--- config.mk ---
export PLATFORM = sky130hd
export DESIGN_NAME = flash_prog_seq
export DESIGN_NICKNAME = d
export VERILOG_FILES = /design/src/rtl/flash_seq_pkg.sv /design/src/rtl/flash_geom.sv /design/src/rtl/flash_acc.sv /design/src/rtl/flash_seq_ctl.sv /design/src/rtl/flash_prog_seq.sv
export SDC_FILE = /design/constraint.sdc
export NUM_CORES = 1
export LEC_CHECK = 0
export CAP_MARGIN = 15
export CORE_MARGIN = 2
export CORE_UTILIZATION = 45
export DETAILED_ROUTE_END_ITERATION = 6
export MAX_ROUTING_LAYER = met4
export PLACE_DENSITY = 0.74
export SYNTH_ARGS = -nofsm -noshare
export SYNTH_HDL_FRONTEND = slang
export SYNTH_HIERARCHICAL = 1
export SYNTH_SLANG_ARGS = --single-unit
--- constraint.sdc ---
create_clock -name clk -period 9.6 [get_ports clk]
set_input_delay 1.92 -clock clk [delete_from_list [all_inputs] [get_ports clk]]
set_output_delay 1.92 -clock clk [all_outputs]
set_load 0.005 [all_outputs]
--- src/rtl/flash_seq_pkg.sv ---
package flash_seq_pkg;

  localparam logic [31:0] ID_WORD_ADDR   = 32'h000D_03AB;
  localparam logic [31:0] UNPROT_ADDR    = 32'h0000_0101;
  localparam logic [31:0] ERASE_CFG_DEF  = 32'h0000_03D8;
  localparam logic [31:0] ERASE_CFG_ALT  = 32'h0000_0352;
  localparam logic [31:0] READ_FALLBACK  = 32'hDEAD_DEAD;
  localparam logic [7:0]  MAKER_SMALL    = 8'hBF;
  localparam logic [7:0]  DEVICE_ALT     = 8'h80;

  typedef enum logic [2:0] {
    S_IDLE, S_ID, S_UNP, S_NEXT, S_ERS, S_PRG, S_END
  } seq_state_t;

  typedef enum logic [1:0] {
    A_IDLE, A_LOAD, A_ADDR, A_WAIT
  } acc_state_t;

  // Shift the masked sector address left by two, then swap its low and
  // third byte lanes, keeping the middle lane and clearing the top one.
  function automatic logic [31:0] erase_arg(input logic [31:0] masked);
    logic [31:0] t;
    t = masked << 2;
    return {8'h00, t[7:0], t[15:8], t[23:16]};
  endfunction

endpackage

--- src/rtl/flash_geom.sv ---
module flash_geom #(
  parameter int AW = 20
) (
  input  logic [7:0]    maker,
  input  logic [7:0]    device,
  output logic [AW-1:0] off_mask,
  output logic [AW-1:0] sec_mask,
  output logic [AW-1:0] erase_cfg
);
  import flash_seq_pkg::*;

  logic small_sec;

  always_comb begin
    small_sec = (maker == MAKER_SMALL);
    off_mask  = small_sec ? AW'(32'h0_1FFF) : AW'(32'h0_3FFF);
    sec_mask  = small_sec ? AW'(32'h3_E000) : AW'(32'h3_C000);
    erase_cfg = (small_sec && device == DEVICE_ALT) ? AW'(ERASE_CFG_ALT)
                                                     : AW'(ERASE_CFG_DEF);
  end

endmodule

--- src/rtl/flash_acc.sv ---
module flash_acc #(
  parameter int AW       = 20,
  parameter int POLL_GAP = 4,
  parameter int RD_POLLS = 3000,
  parameter int WR_POLLS = 500000
) (
  input  logic          clk,
  input  logic          rst_n,
  input  logic          go,
  input  logic          go_wr,
  input  logic          go_cfg,
  input  logic [AW-1:0] go_addr,
  input  logic [31:0]   go_wdata,
  output logic          fa_addr_we,
  output logic          fa_data_we,
  output logic          fa_cfg,
  output logic [AW-1:0] fa_addr,
  output logic          fa_flag,
  output logic [31:0]   fa_wdata,
  input  logic          fa_flag_in,
  input  logic [31:0]   fa_rdata,
  output logic          acc_idle,
  output logic          acc_done,
  output logic          acc_to,
  output logic [31:0]   acc_rdata
);
  import flash_seq_pkg::*;

  localparam int MAXP = (RD_POLLS > WR_POLLS) ? RD_POLLS : WR_POLLS;
  localparam int PW   = $clog2(MAXP + 1);
  localparam int GW   = $clog2(POLL_GAP + 1);

  acc_state_t    st_q, st_d;
  logic [GW-1:0] gap_q, gap_d;
  logic [PW-1:0] poll_q, poll_d;
  logic          cap_en, gap_end, hit, last;

  always_comb begin
    cap_en   = (st_q == A_IDLE) && go;
    gap_end  = (st_q == A_WAIT) && (gap_q == GW'(POLL_GAP - 1));
    hit      = fa_flag ? !fa_flag_in : fa_flag_in;
    last     = (poll_q == (fa_flag ? PW'(WR_POLLS - 1) : PW'(RD_POLLS - 1)));
    acc_done = gap_end && (hit || last);
    acc_to   = gap_end && !hit && last;
    acc_rdata = acc_to ? READ_FALLBACK : fa_rdata;
    acc_idle   = (st_q == A_IDLE);
    fa_data_we = (st_q == A_LOAD);
    fa_addr_we = (st_q == A_ADDR);
  end

  always_comb begin
    st_d   = st_q;
    gap_d  = gap_q;
    poll_d = poll_q;
    case (st_q)
      A_IDLE: if (go) st_d = go_wr ? A_LOAD : A_ADDR;
      A_LOAD: st_d = A_ADDR;
      A_ADDR: begin
        st_d   = A_WAIT;
        gap_d  = '0;
        poll_d = '0;
      end
      default: begin
        if (acc_done) begin
          st_d = A_IDLE;
        end else if (gap_end) begin
          gap_d  = '0;
          poll_d = poll_q + 1'b1;
        end else begin
          gap_d = gap_q + 1'b1;
        end
      end
    endcase
  end

  always_ff @(posedge clk or negedge rst_n) begin
    if (!rst_n) begin
      st_q   <= A_IDLE;
      gap_q  <= '0;
      poll_q <= '0;
    end else begin
      st_q   <= st_d;
      gap_q  <= gap_d;
      poll_q <= poll_d;
    end
  end

  always_ff @(posedge clk or negedge rst_n) begin
    if (!rst_n) begin
      fa_flag  <= 1'b0;
      fa_cfg   <= 1'b0;
      fa_addr  <= '0;
      fa_wdata <= '0;
    end else if (cap_en) begin
      fa_flag  <= go_wr;
      fa_cfg   <= go_cfg;
      fa_addr  <= go_addr;
      fa_wdata <= go_wdata;
    end
  end

  // the data register is always loaded on the cycle before the address write
  a_r6_load_then_addr: assert property (@(posedge clk) disable iff (!rst_n)
    fa_data_we |=> fa_addr_we);

  // the controller only launches when the port engine is free
  a_r6_go_when_idle: assert property (@(posedge clk) disable iff (!rst_n)
    go |-> acc_idle);

endmodule

--- src/rtl/flash_seq_ctl.sv ---
module flash_seq_ctl #(
  parameter int AW = 20,
  parameter int CW = 16
) (
  input  logic          clk,
  input  logic          rst_n,
  input  logic          start,
  input  logic [AW-1:0] start_addr,
  input  logic [CW-1:0] word_count,
  input  logic [31:0]   word_data,
  output logic [CW-1:0] word_idx,
  output logic [7:0]    maker,
  output logic [7:0]    device,
  input  logic [AW-1:0] off_mask,
  input  logic [AW-1:0] sec_mask,
  input  logic [AW-1:0] erase_cfg,
  input  logic          acc_idle,
  input  logic          acc_done,
  input  logic          acc_to,
  input  logic [31:0]   acc_rdata,
  output logic          go,
  output logic          go_wr,
  output logic          go_cfg,
  output logic [AW-1:0] go_addr,
  output logic [31:0]   go_wdata,
  output logic          flash_wen,
  output logic          busy,
  output logic          done,
  output logic          ok,
  output logic          timed_out,
  output logic [AW-1:0] fail_addr
);
  import flash_seq_pkg::*;

  seq_state_t    st_q, st_d;
  logic          lau_q, lau_d;
  logic [AW-1:0] cur_q, cur_d, fail_d;
  logic [CW-1:0] rem_q, rem_d, idx_d;
  logic [7:0]    mk_d, dv_d;
  logic          wen_d, ok_d, to_d, done_d, issuing;

  always_comb begin
    issuing = (st_q == S_ID) || (st_q == S_UNP) || (st_q == S_ERS) || (st_q == S_PRG);
    go      = issuing && !lau_q && acc_idle;
    go_wr   = (st_q != S_ID);
    go_cfg  = (st_q == S_UNP) || (st_q == S_ERS);
    case (st_q)
      S_ID:    begin go_addr = AW'(ID_WORD_ADDR); go_wdata = '0; end
      S_UNP:   begin go_addr = AW'(UNPROT_ADDR);  go_wdata = '0; end
      S_ERS:   begin go_addr = erase_cfg; go_wdata = erase_arg(32'(cur_q & sec_mask)); end
      default: begin go_addr = cur_q;     go_wdata = word_data; end
    endcase
    busy = (st_q != S_IDLE);
  end

  always_comb begin
    st_d = st_q;   lau_d = lau_q;  cur_d = cur_q;  rem_d = rem_q;
    idx_d = word_idx; mk_d = maker; dv_d = device; wen_d = flash_wen;
    ok_d = ok;     to_d = timed_out; fail_d = fail_addr; done_d = 1'b0;
    if (go)       lau_d = 1'b1;
    if (acc_done) lau_d = 1'b0;
    case (st_q)
      S_IDLE: if (start) begin
        cur_d = start_addr; rem_d = word_count; idx_d = '0;
        ok_d = 1'b0; to_d = 1'b0; fail_d = '0; st_d = S_ID;
      end
      S_ID: if (acc_done) begin
        mk_d = acc_rdata[7:0]; dv_d = acc_rdata[15:8]; wen_d = 1'b1; st_d = S_UNP;
      end
      S_UNP: if (acc_done) st_d = S_NEXT;
      S_NEXT: begin
        if (rem_q == '0) begin
          ok_d = 1'b1; st_d = S_END;
        end else if ((cur_q & off_mask) == '0) begin
          st_d = S_ERS;
        end else begin
          st_d = S_PRG;
        end
      end
      S_ERS: if (acc_done) begin
        if (acc_to) begin to_d = 1'b1; fail_d = cur_q; st_d = S_END; end
        else st_d = S_PRG;
      end
      S_PRG: if (acc_done) begin
        if (acc_to) begin
          to_d = 1'b1; fail_d = cur_q; st_d = S_END;
        end else begin
          cur_d = cur_q + 1'b1; idx_d = word_idx + 1'b1;
          rem_d = rem_q - 1'b1; st_d = S_NEXT;
        end
      end
      default: begin wen_d = 1'b0; done_d = 1'b1; st_d = S_IDLE; end
    endcase
  end

  always_ff @(posedge clk or negedge rst_n) begin
    if (!rst_n) begin
      st_q <= S_IDLE; lau_q <= 1'b0; cur_q <= '0; rem_q <= '0; word_idx <= '0;
      maker <= '0; device <= '0; flash_wen <= 1'b0; ok <= 1'b0;
      timed_out <= 1'b0; fail_addr <= '0; done <= 1'b0;
    end else begin
      st_q <= st_d; lau_q <= lau_d; cur_q <= cur_d; rem_q <= rem_d; word_idx <= idx_d;
      maker <= mk_d; device <= dv_d; flash_wen <= wen_d; ok <= ok_d;
      timed_out <= to_d; fail_addr <= fail_d; done <= done_d;
    end
  end

  // an erase is only ever issued for a word on a sector boundary
  a_r5_erase_on_boundary: assert property (@(posedge clk) disable iff (!rst_n)
    (st_q == S_ERS) |-> ((cur_q & off_mask) == '0));

  // write enable is already off when the end pulse appears
  a_r10_wen_off_at_done: assert property (@(posedge clk) disable iff (!rst_n)
    done |-> !flash_wen);

  // the end pulse lasts one cycle
  a_r10_done_single: assert property (@(posedge clk) disable iff (!rst_n)
    done |=> !done);

endmodule

--- src/rtl/flash_prog_seq.sv ---
module flash_prog_seq #(
  parameter int AW       = 20,
  parameter int CW       = 16,
  parameter int POLL_GAP = 4,
  parameter int RD_POLLS = 3000,
  parameter int WR_POLLS = 500000
) (
  input  logic          clk,
  input  logic          rst_n,
  input  logic          start,
  input  logic [AW-1:0] start_addr,
  input  logic [CW-1:0] word_count,
  output logic [CW-1:0] word_idx,
  input  logic [31:0]   word_data,
  output logic          fa_addr_we,
  output logic          fa_cfg,
  output logic [AW-1:0] fa_addr,
  output logic          fa_flag,
  output logic          fa_data_we,
  output logic [31:0]   fa_wdata,
  input  logic          fa_flag_in,
  input  logic [31:0]   fa_rdata,
  output logic          flash_wen,
  output logic          busy,
  output logic          done,
  output logic          ok,
  output logic          timed_out,
  output logic [AW-1:0] fail_addr
);

  logic [1:0]    rst_sync;
  logic          rst_s_n;
  logic [7:0]    maker, device;
  logic [AW-1:0] off_mask, sec_mask, erase_cfg, go_addr;
  logic          go, go_wr, go_cfg, acc_idle, acc_done, acc_to;
  logic [31:0]   go_wdata, acc_rdata;

  always_ff @(posedge clk or negedge rst_n) begin
    if (!rst_n) rst_sync <= 2'b00;
    else        rst_sync <= {rst_sync[0], 1'b1};
  end
  assign rst_s_n = rst_sync[1];

  flash_geom #(.AW(AW)) u_geom (
    .maker(maker), .device(device),
    .off_mask(off_mask), .sec_mask(sec_mask), .erase_cfg(erase_cfg)
  );

  flash_seq_ctl #(.AW(AW), .CW(CW)) u_ctl (
    .clk(clk), .rst_n(rst_s_n), .start(start), .start_addr(start_addr),
    .word_count(word_count), .word_data(word_data), .word_idx(word_idx),
    .maker(maker), .device(device), .off_mask(off_mask), .sec_mask(sec_mask),
    .erase_cfg(erase_cfg), .acc_idle(acc_idle), .acc_done(acc_done),
    .acc_to(acc_to), .acc_rdata(acc_rdata), .go(go), .go_wr(go_wr),
    .go_cfg(go_cfg), .go_addr(go_addr), .go_wdata(go_wdata),
    .flash_wen(flash_wen), .busy(busy), .done(done), .ok(ok),
    .timed_out(timed_out), .fail_addr(fail_addr)
  );

  flash_acc #(.AW(AW), .POLL_GAP(POLL_GAP), .RD_POLLS(RD_POLLS),
              .WR_POLLS(WR_POLLS)) u_acc (
    .clk(clk), .rst_n(rst_s_n), .go(go), .go_wr(go_wr), .go_cfg(go_cfg),
    .go_addr(go_addr), .go_wdata(go_wdata), .fa_addr_we(fa_addr_we),
    .fa_data_we(fa_data_we), .fa_cfg(fa_cfg), .fa_addr(fa_addr),
    .fa_flag(fa_flag), .fa_wdata(fa_wdata), .fa_flag_in(fa_flag_in),
    .fa_rdata(fa_rdata), .acc_idle(acc_idle), .acc_done(acc_done),
    .acc_to(acc_to), .acc_rdata(acc_rdata)
  );

  // no write access reaches the port while write enable is off
  a_r7_write_under_wen: assert property (@(posedge clk) disable iff (!rst_s_n)
    (fa_addr_we && fa_flag) |-> flash_wen);

  // the identity read is issued with write enable still off
  a_r2_read_without_wen: assert property (@(posedge clk) disable iff (!rst_s_n)
    (fa_addr_we && !fa_flag) |-> !flash_wen);

endmodule

==> out/qor.txt <==
Worst Path Required - 9.97 ns
Pwr Density - 154 mW/mm^2
Worst Path Arrival - 5.08 ns
Post-detail-place hpwl - 17800 um
Setup bufs post-CTS - 0
GPL Wtd Cong - 0.848
Diodes inserted - 0
Die Ht - 152 um
Die width - 152 um
Mapped Cells - 1005
Core region area - 0.0217 mm^2
Hold Path Class - register to async pin
Filler cell count - 1883
Via count - 8061
Core Util, Final - 56.1%
Worst-case clock skew - 0.0132 ns
Final Max Slew Viols - 0
Wirelength, routed - 26300 um
CTS tree - built
Latest clock arrival within the worst-skew pair - 0.43 ns
Starting density of the core - 45.6%
Vias in the first global route - 7787
Crit path max fanout - 22
Setup TNS - 0 ns
Largest net degree at the start of global routing - 78
Status - completed
# port buffers - 184
DRT iter0 DRCs - 640
Critical path class - input pin to register
Worst slew pin tran - 1.01 ns
Final worst path period need - 4.71 ns
Total CTS buffers - 17
Layout cells sized above 1 - 12.8%
Hold_buf cts - 0
Syn-to-layout area delta - 23.1%
CTS H-tree lvls - 4
Unrepaired setup endpoints after global routing - no
CTS Sinks - 176
First-pass iteration count of the detailed router - 5
Total grt overflow - 0
Vias per inst - 5.64
Synthesized cell area - 0.00989 mm^2
Final nets - 1251
Die area - 0.0232 mm^2
Final setup vio count - 0
Clock transition at path regs - 0.07 ns
Max cap viols - 0
Final Cycle Share - 49.1%
First-pass GRT wire length - 42200 um
CTS Buffer Depth - 2
CTS root buf - clkbuf_16
Drt drc - 0
Post_cts resized - 0
Setup crit end kind - register
Critical path startpoint category - input pin
Num ports - 201
F_max - 212 MHz
Yosys warning count - 6
Relative slew slack - 32.4%
Leak - 5.19 nW
Avg Inst Size Synth - 9.84 um^2
Post-DRT Antenna Nets - 0
Worst VDD drop - 0.117 mV
WL/cell - 18.4 um
Final Hold Vio Count - 0
Row count - 54
Initial antenna violation count - 0
Gr usage total - 23.2%
==> layout make-up <==
class                           instances  area, um^2  area share (%)
Tap cell                              280         350            2.88
Sequential cell                       176        4410            36.2
Clock buffer                           21         480            3.95
Multi-Input combinational cell        726        4800            39.4
Timing Repair Buffer                  193        1910            15.7
Clock inverter                         11         143            1.17
Inverter                               23        86.3           0.709
==> final timing paths <==
kind	startpoint	endpoint	slack, ns	cells after the start
worst min register to register	rst_sync[1]	u_ctl/device[1]	0.28	0
worst max register to register	u_acc/fa_flag	u_ctl/fail_addr[12]	5.44	8
min in group clk	rst_sync[0]	rst_sync[1]	0.36	0
max in group asynchronous	rst_n	rst_sync[1]	7.83	1
worst max-delay path	fa_flag_in	u_ctl/fail_addr[12]	4.89	8
worst min-delay path	rst_sync[1]	u_ctl/device[1]	0.28	0
==> critical path, cell delays in order <==
cell and delay (ns):
clkdlybuf4s50_1 0.48, xnor2_1 0.42, and3_4 0.42, nand3_1 0.12
a21o_1 0.50, nor2_1 0.73, buf_4 0.33, a22o_1 0.16
==> where the power goes <==
part           leakage, nW  internal, mW  switching (mW)
registers             2.30         0.793           0.130
logic                 2.58         0.110           0.105
clock network        0.305         0.420           0.319
total                 5.19          1.32           0.554
==> metrics by stage <==
step | area (um^2) | total power, mW | hold slack [ns] | std cells | setup WS [ns]
after global routing | 12200 | 1.96 | 0.336 | 1430 | 4.74
final | 12200 | 1.88 | 0.285 | 1430 | 4.89
after detailed placement | 11600 | 1.15 | 0.298 | 1398 | 4.54
after floorplan | 10100 | 1.05 | 0.331 | 1058 | 4.33
after global placement | 11600 | 1.14 | 0.293 | 1398 | 4.59
after CTS | 12200 | 1.89 | 0.310 | 1430 | 4.95
==> state kept, by name, indices dropped and copies added (netlist names), 8 cells and up <==
name,count
u_ctl/word_idx,16
u_ctl/cur_q,20
u_ctl/rem_q,16
u_acc/fa_addr,20
u_ctl/fail_addr,20
u_ctl/device,8
u_ctl/maker,8
u_acc/poll_q,19
u_acc/fa_wdata,32
==> layer usage <==
metal / vias up / share of wire [%] / global-route usage (%)
li1: 3823 / - / -
met1: 3976 / 46 / 31.5
met2: 233 / 46 / 34.3
met3: 29 / 6.2 / 5.83
met4: 0 / 1.7 / 7.08
met5: - / 0 / -
==> cells in the final DEF, fill, tap and decap left out, types with 7 or more instances in the layout <==
master	instances
buf_4	9
dfrtp_1	175
ha_1	10
nor3_1	23
a221o_1	7
clkdlybuf4s50_1	184
a32o_1	20
o21ai_0	55
and3_1	12
a22oi_1	15
conb_1	56
a31oi_1	8
o22ai_1	8
inv_1	23
nand2_1	62
or2_2	15
and2_1	17
nand3_1	30
nor2_1	60
nand4_1	14
a21oi_1	66
mux2_2	71
nor2b_1	12
a22o_1	36
clkbuf_16	17
xor2_1	12
nor4_1	11
No activity file was read; power rests on OpenSTA's default activity.
